--- config.mk ---
export PLATFORM = sky130hd
export DESIGN_NAME = pwm_dbuf_gen
export DESIGN_NICKNAME = d
export VERILOG_FILES = /design/src/rtl/pwm_dbuf_pkg.sv /design/src/rtl/pwm_tick_gen.sv /design/src/rtl/pwm_period_timer.sv /design/src/rtl/pwm_duty_stage.sv /design/src/rtl/pwm_dbuf_gen.sv
export SDC_FILE = /design/constraint.sdc
export NUM_CORES = 1
export LEC_CHECK = 0
export BUFFER_PORTS_ARGS = -buffer_cell sky130_fd_sc_hd__buf_2
export CORE_MARGIN = 3
export CORE_UTILIZATION = 30
export CTS_BUF_LIST = sky130_fd_sc_hd__clkbuf_4 sky130_fd_sc_hd__clkbuf_8
export DETAILED_ROUTE_END_ITERATION = 8
export GPL_TIMING_DRIVEN = 0
export SETUP_SLACK_MARGIN = 0.05
export SYNTH_ARGS = -nofsm -noshare
export SYNTH_HDL_FRONTEND = slang
export SYNTH_HIERARCHICAL = 1
export SYNTH_SLANG_ARGS = --single-unit
--- constraint.sdc ---
create_clock -name clk -period 7.4 [get_ports clk]
set_input_delay 1.11 -clock clk [delete_from_list [all_inputs] [get_ports clk]]
set_output_delay 1.11 -clock clk [all_outputs]
set_load 0.03 [all_outputs]
--- src/rtl/pwm_dbuf_pkg.sv ---
package pwm_dbuf_pkg;

    localparam int TMR_W  = 8;
    localparam int FINE_W = 2;
    localparam int PRE_W  = 4;
    localparam int DUTY_W = TMR_W + FINE_W;

    typedef enum logic [1:0] {
        PS_DIV1  = 2'b00,
        PS_DIV4  = 2'b01,
        PS_DIV16 = 2'b10,
        PS_DIV16B = 2'b11
    } psel_e;

endpackage

--- src/rtl/pwm_tick_gen.sv ---
module pwm_tick_gen
    import pwm_dbuf_pkg::*;
#(
    parameter int PH_W  = FINE_W,
    parameter int PRE_BITS = PRE_W
) (
    input  logic                clk,
    input  logic                rst_n,
    input  logic                en,
    input  logic [1:0]          psel,
    output logic                step_o,
    output logic [PH_W-1:0]     fine_nx_o
);
    localparam logic [PH_W-1:0]     PH_LAST  = '1;
    localparam logic [PRE_BITS-1:0] PRE_MAX  = '1;
    localparam logic [PRE_BITS-1:0] PRE_MID  = PRE_BITS'((1 << PH_W) - 1);

    typedef struct packed {
        logic [PH_W-1:0]     phase;
        logic [PRE_BITS-1:0] pre;
    } tick_st_t;

    tick_st_t st_q, st_d;
    logic [PRE_BITS-1:0] pre_last;
    logic                icyc;
    logic                pre_term;

    always_comb begin
        case (psel_e'(psel))
            PS_DIV1:  pre_last = '0;
            PS_DIV4:  pre_last = PRE_MID;
            default:  pre_last = PRE_MAX;
        endcase
        icyc     = en && (st_q.phase == PH_LAST);
        pre_term = (st_q.pre >= pre_last);
        step_o   = icyc && pre_term;

        st_d = st_q;
        if (!en) begin
            st_d = '0;
        end else begin
            st_d.phase = st_q.phase + 1'b1;
            if (icyc)
                st_d.pre = pre_term ? '0 : st_q.pre + 1'b1;
        end

        if (psel_e'(psel) == PS_DIV1)
            fine_nx_o = st_d.phase;
        else
            fine_nx_o = st_d.pre[PH_W-1:0];
    end

    always_ff @(posedge clk) begin
        if (!rst_n) st_q <= '0;
        else        st_q <= st_d;
    end


    idle_hold_chk: assert property (@(posedge clk) disable iff (!rst_n)
        !en |=> (st_q == '0));

endmodule

--- src/rtl/pwm_period_timer.sv ---
module pwm_period_timer
    import pwm_dbuf_pkg::*;
#(
    parameter int CNT_W = TMR_W
) (
    input  logic             clk,
    input  logic             rst_n,
    input  logic             en,
    input  logic             step,
    input  logic [CNT_W-1:0] period,
    output logic             wrap_o,
    output logic [CNT_W-1:0] tmr_nx_o
);
    typedef struct packed {
        logic [CNT_W-1:0] tmr;
    } tmr_st_t;

    tmr_st_t st_q, st_d;

    always_comb begin
        wrap_o = step && (st_q.tmr == period);
        st_d   = st_q;
        if (!en)
            st_d.tmr = '0;
        else if (wrap_o)
            st_d.tmr = '0;
        else if (step)
            st_d.tmr = st_q.tmr + 1'b1;
        tmr_nx_o = st_d.tmr;
    end

    always_ff @(posedge clk) begin
        if (!rst_n) st_q <= '0;
        else        st_q <= st_d;
    end


    wrap_clear_chk: assert property (@(posedge clk) disable iff (!rst_n)
        wrap_o |=> (st_q.tmr == '0));


    no_step_hold_chk: assert property (@(posedge clk) disable iff (!rst_n)
        (en && !step) |=> $stable(st_q.tmr));

endmodule

--- src/rtl/pwm_duty_stage.sv ---
module pwm_duty_stage
    import pwm_dbuf_pkg::*;
#(
    parameter int CNT_W = TMR_W,
    parameter int PH_W  = FINE_W,
    localparam int DW   = CNT_W + PH_W
) (
    input  logic             clk,
    input  logic             rst_n,
    input  logic             en,
    input  logic             wrap,
    input  logic [CNT_W-1:0] tmr_nx,
    input  logic [PH_W-1:0]  fine_nx,
    input  logic [DW-1:0]    duty_in,
    output logic             pwm_o
);
    typedef struct packed {
        logic [DW-1:0] shadow;
        logic          out;
    } duty_st_t;

    duty_st_t st_q, st_d;
    logic     hit;

    always_comb begin
        hit  = ({tmr_nx, fine_nx} == st_q.shadow);
        st_d = st_q;
        if (!en) begin
            st_d.out = 1'b0;
        end else if (wrap) begin
            st_d.shadow = duty_in;
            st_d.out    = (duty_in != '0);
        end else if (hit) begin
            st_d.out = 1'b0;
        end
    end

    always_ff @(posedge clk) begin
        if (!rst_n) st_q <= '0;
        else        st_q <= st_d;
    end

    assign pwm_o = st_q.out;


    shadow_load_chk: assert property (@(posedge clk) disable iff (!rst_n)
        wrap |=> (st_q.shadow == $past(duty_in)));


    shadow_hold_chk: assert property (@(posedge clk) disable iff (!rst_n)
        !wrap |=> $stable(st_q.shadow));


    zero_duty_chk: assert property (@(posedge clk) disable iff (!rst_n)
        (wrap && duty_in == '0) |=> !st_q.out);


    set_wins_chk: assert property (@(posedge clk) disable iff (!rst_n)
        (wrap && duty_in != '0) |=> st_q.out);

endmodule

--- src/rtl/pwm_dbuf_gen.sv ---
module pwm_dbuf_gen
    import pwm_dbuf_pkg::*;
(
    input  logic              clk,
    input  logic              rst_n,
    input  logic              en,
    input  logic [TMR_W-1:0]  period_i,
    input  logic [TMR_W-1:0]  duty_hi_i,
    input  logic [FINE_W-1:0] duty_lo_i,
    input  logic [1:0]        psel_i,
    output logic              pwm_o
);
    logic              step;
    logic              wrap;
    logic [FINE_W-1:0] fine_nx;
    logic [TMR_W-1:0]  tmr_nx;

    pwm_tick_gen #(.PH_W(FINE_W), .PRE_BITS(PRE_W)) u_tick (
        .clk       (clk),
        .rst_n     (rst_n),
        .en        (en),
        .psel      (psel_i),
        .step_o    (step),
        .fine_nx_o (fine_nx)
    );

    pwm_period_timer #(.CNT_W(TMR_W)) u_timer (
        .clk      (clk),
        .rst_n    (rst_n),
        .en       (en),
        .step     (step),
        .period   (period_i),
        .wrap_o   (wrap),
        .tmr_nx_o (tmr_nx)
    );

    pwm_duty_stage #(.CNT_W(TMR_W), .PH_W(FINE_W)) u_duty (
        .clk     (clk),
        .rst_n   (rst_n),
        .en      (en),
        .wrap    (wrap),
        .tmr_nx  (tmr_nx),
        .fine_nx (fine_nx),
        .duty_in ({duty_hi_i, duty_lo_i}),
        .pwm_o   (pwm_o)
    );


    disabled_low_chk: assert property (@(posedge clk) disable iff (!rst_n)
        !en |=> !pwm_o);


    rise_at_wrap_chk: assert property (@(posedge clk) disable iff (!rst_n)
        $rose(pwm_o) |-> $past(wrap));

endmodule

==> metrics.log <==
[metrics] Critical Path Sink Type: flop
[metrics] most common library cell in the layout ignoring fill and taps: sky130_fd_sc_hd__nand2_1
[metrics] Worst R2R Path Depth: 13
[metrics] Yosys warning total: 6
[metrics] headroom to the max-slew limit: 0.7604
[metrics] maximum vdd ir drop: 103.7 uV
[metrics] weighted congestion at the end of routability-driven global placement: 0.7352
[metrics] final worst-path cycle share: 0.4717
[metrics] commonest cells after routing, fill and taps aside: sky130_fd_sc_hd__nand2_1 (33), sky130_fd_sc_hd__buf_2 (25), sky130_fd_sc_hd__dfxtp_1 (25)
[metrics] routed metal-1 wirelength: 1.596 mm
[metrics] proportion of synthesized chip area in sequential cells: 0.3257
[metrics] Post-Layout Inst Area: 1784 sq um
[metrics] HPWL after detailed placement: 2.422 mm
[metrics] count of hold-fix buffers inserted at cts: 0
[metrics] setup TNS: 0 ps
[metrics] Most used DFF post-synth: sky130_fd_sc_hd__dfxtp_1
[metrics] total wirelength of the detailed-routed design: 3.048 mm
[metrics] startpoint kind of the worst setup timing path: input pin
[metrics] pin count of the biggest net entering global routing: 15
[metrics] largest clock skew in the final design: 3.009 ps
[metrics] unrepaired setup endpoints after global routing: false
[metrics] number of global-route vias before repair: 1243
[metrics] detailed-route DRC error count: 0
[metrics] critical path type: in2reg
[metrics] worst hold path type: reg2reg
[metrics] height of the die: 77.57 um
[metrics] synthesized flop and latch total: 25
[metrics] number of cells in the finished layout apart from fillers: 273
[metrics] first element of the critical path: psel_i[1]
[metrics] total of buffers placed on input and output ports: 23
[metrics] Reg-to-Reg End: u_duty/pwm_o$_SDFFE_PN0P_
[metrics] number of buffers inserted during clock tree synthesis: 3
[metrics] end point of the critical path: u_duty/pwm_o$_SDFFE_PN0P_
[metrics] total global-route track usage: 0.1084
[metrics] slack of the worst reg-to-reg path: 4710 ps
[metrics] async set-reset flop share out of synthesis: 0
[metrics] Leakage: 0.7541 nW
[metrics] number of top-level pins: 24
[metrics] number of nets at the end of the flow: 237
[metrics] DR WL/cell: 11.16 um
[metrics] global-route wire length before repair: 5.444 mm
[metrics] instance area after placement: 1735 sq um
[metrics] die boundary width: 77.57 um
[metrics] relative area change from synthesis to final layout: 16.12%
[metrics] Slew Limit Fails: 0
[metrics] clock tree from TritonCTS: done
[metrics] die area: 6016 sq um
[metrics] ratio of cells with drive above 1 in the final layout: 0.1942
[metrics] post-layout min period: 3491 ps
[metrics] Starting Density: 0.3169
[metrics] Syn Nets: 209
[metrics] WP data required: 7540 ps
[metrics] measured slew at the worst slew-check pin: 358.5 ps
[metrics] EDFF count, synth: 0
[metrics] worst skew pair latency: 260 ps
[metrics] total via count after detailed routing: 1251
[metrics] area inside the core boundary: 4848 sq um
[metrics] CTS max path bufs: 2
[metrics] data arrival time of the critical path: 3630 ps
[metrics] remaining antenna violation count: 0
[metrics] final hold violation count: 0
[metrics] count of distinct cell types in the synthesized netlist: 37
[metrics] initial antenna violation count: 0
[metrics] Fmax achieved: 286.5 MHz
[metrics] PD cells: 133.6 nW/um^2
[metrics] Netlist Area Pre-Place: 1536 sq um
[metrics] buffer type at the clock tree root: sky130_fd_sc_hd__clkbuf_8
[metrics] FP Rows: 25
[metrics] wire length on met2: 1.292 mm
[metrics] worst r2r src: u_tick/st_q[0]$_SDFF_PN0_
[metrics] number of antenna diodes: 0
[metrics] Mapped Avg Cell Area: 8.584 sq um
[metrics] total instance count after detailed placement: 269
[metrics] Num Clock Sinks: 25
[metrics] number of buffers inserted by post-CTS setup repair: 0
[metrics] Setup violations, final: 0
[metrics] cells resized by post-CTS repair: 0
[metrics] maximum fanout along the worst path: 7
[metrics] CTS clock-pin slew for the worst setup and hold paths: 80 ps
[metrics] via-per-instance ratio: 4.582
[metrics] worst hold slack after final layout: 446.0 ps
[metrics] detailed router's first-iteration violation count: 19
[metrics] max-cap violation count: 0
[metrics] Min-Delay Path Depth: 1
[metrics] gate count after technology mapping: 179
[metrics] Congestion Overflow GR: 0
[metrics] total design power: 238.3 uW
[metrics] CTS H-tree depth: 1
[metrics] met3 wirelength from detailed routing: 132 um
[metrics] count of TritonRoute iterations in the first routing pass: 4
[metrics] run status: completed
[metrics] top layer reached by signal wires: met4
[sequential cells by signal, summed over array words and instances, names as in the netlist]
| signal | count |
|---|---|
| u_tick/st_q | 6 |
| u_duty/pwm_o | 1 |
| u_timer/st_q | 8 |
| u_duty/st_q | 10 |
[layout make-up]
class / count / area (sq um)
flip-flops and latches: 25 / 500.5
multi-input cells: 142 / 953.4
well taps: 67 / 83.83
fillers: 528 / 3064
clock buffers: 4 / 48.80
repair buffers: 23 / 115.1
plain buffers: 8 / 67.56
inverters: 4 / 15.01
[stage by stage]
stage / setup WS (ps) / util
2_1_floorplan: 3964 / -
3_3_place_gp: 3621 / 0.3579
3_5_place_dp: 3612 / 0.3579
4_1_cts: 3898 / 0.3680
5_1_grt: 3673 / 0.3680
6_report: 3909 / 0.3680
[power by group]
part | switching, mW | internal (mW)
Combinational | 0.0103 | 0.00976
Sequential | 0.000313 | 0.135
Clock | 0.0410 | 0.0421
Total | 0.0516 | 0.187
[synthesized netlist by cell type, drive strengths merged (3+ instances only)]
library cell / n / area share
xnor2: 7 / 0.040
nor3b: 8 / 0.042
nand2: 33 / 0.081
nor2: 12 / 0.029
nor3: 8 / 0.039
a21oi: 4 / 0.013
nand4: 5 / 0.020
inv: 4 / 0.0098
buf: 7 / 0.042
dfxtp: 25 / 0.33
a21boi: 10 / 0.049
ha: 7 / 0.057
nor4: 4 / 0.016
nand3: 3 / 0.0098
nand2b: 3 / 0.017
nor2b: 3 / 0.012
xor2: 18 / 0.10
a31oi: 4 / 0.016
[worst max-delay path, cell delays in order]
cell,delay (ps)
sky130_fd_sc_hd__buf_2,100
sky130_fd_sc_hd__or2_1,210
sky130_fd_sc_hd__buf_2,140
sky130_fd_sc_hd__ha_1,270
sky130_fd_sc_hd__nand2b_4,150
sky130_fd_sc_hd__a41oi_4,290
sky130_fd_sc_hd__a21oi_1,100
sky130_fd_sc_hd__buf_2,180
sky130_fd_sc_hd__nand3_1,110
sky130_fd_sc_hd__nor2_1,60
sky130_fd_sc_hd__xnor2_1,150
sky130_fd_sc_hd__nor3b_1,270
sky130_fd_sc_hd__xor2_1,100
sky130_fd_sc_hd__nor4_1,280
sky130_fd_sc_hd__a31oi_1,120
[worst min-delay path by stage]
stage,start,to,slack (ps)
after global routing,u_tick/st_q[4]$_SDFF_PN0_,u_tick/st_q[4]$_SDFF_PN0_,480
after floorplan,u_tick/st_q[4]$_SDFF_PN0_,u_tick/st_q[4]$_SDFF_PN0_,420
after CTS,u_tick/st_q[4]$_SDFF_PN0_,u_tick/st_q[4]$_SDFF_PN0_,450
after detailed placement,u_tick/st_q[4]$_SDFF_PN0_,u_tick/st_q[4]$_SDFF_PN0_,440
final,u_tick/st_q[4]$_SDFF_PN0_,u_tick/st_q[4]$_SDFF_PN0_,450
after global placement,u_tick/st_q[4]$_SDFF_PN0_,u_tick/st_q[4]$_SDFF_PN0_,440
[cell families after synthesis]
group | after synthesis | share of synthesized area
AOI/OAI and AO/OA | 24 | 0.1197
xor gates and xnor gates | 25 | 0.1425
adders and majority gates | 7 | 0.05700
buffers and inverters | 12 | 0.05374
DFF | 25 | 0.3257
muxes | 1 | 0.006515
and+or+nand+nor | 85 | 0.2948
[per-layer routing]
metal	vias up	global-route usage
met2	25	0.1693
met3	4	0.02668
met4	0	0.02669
met5	-	0
li1	666	-
met1	556	0.1495
No activity file was read; power rests on OpenSTA's default activity.
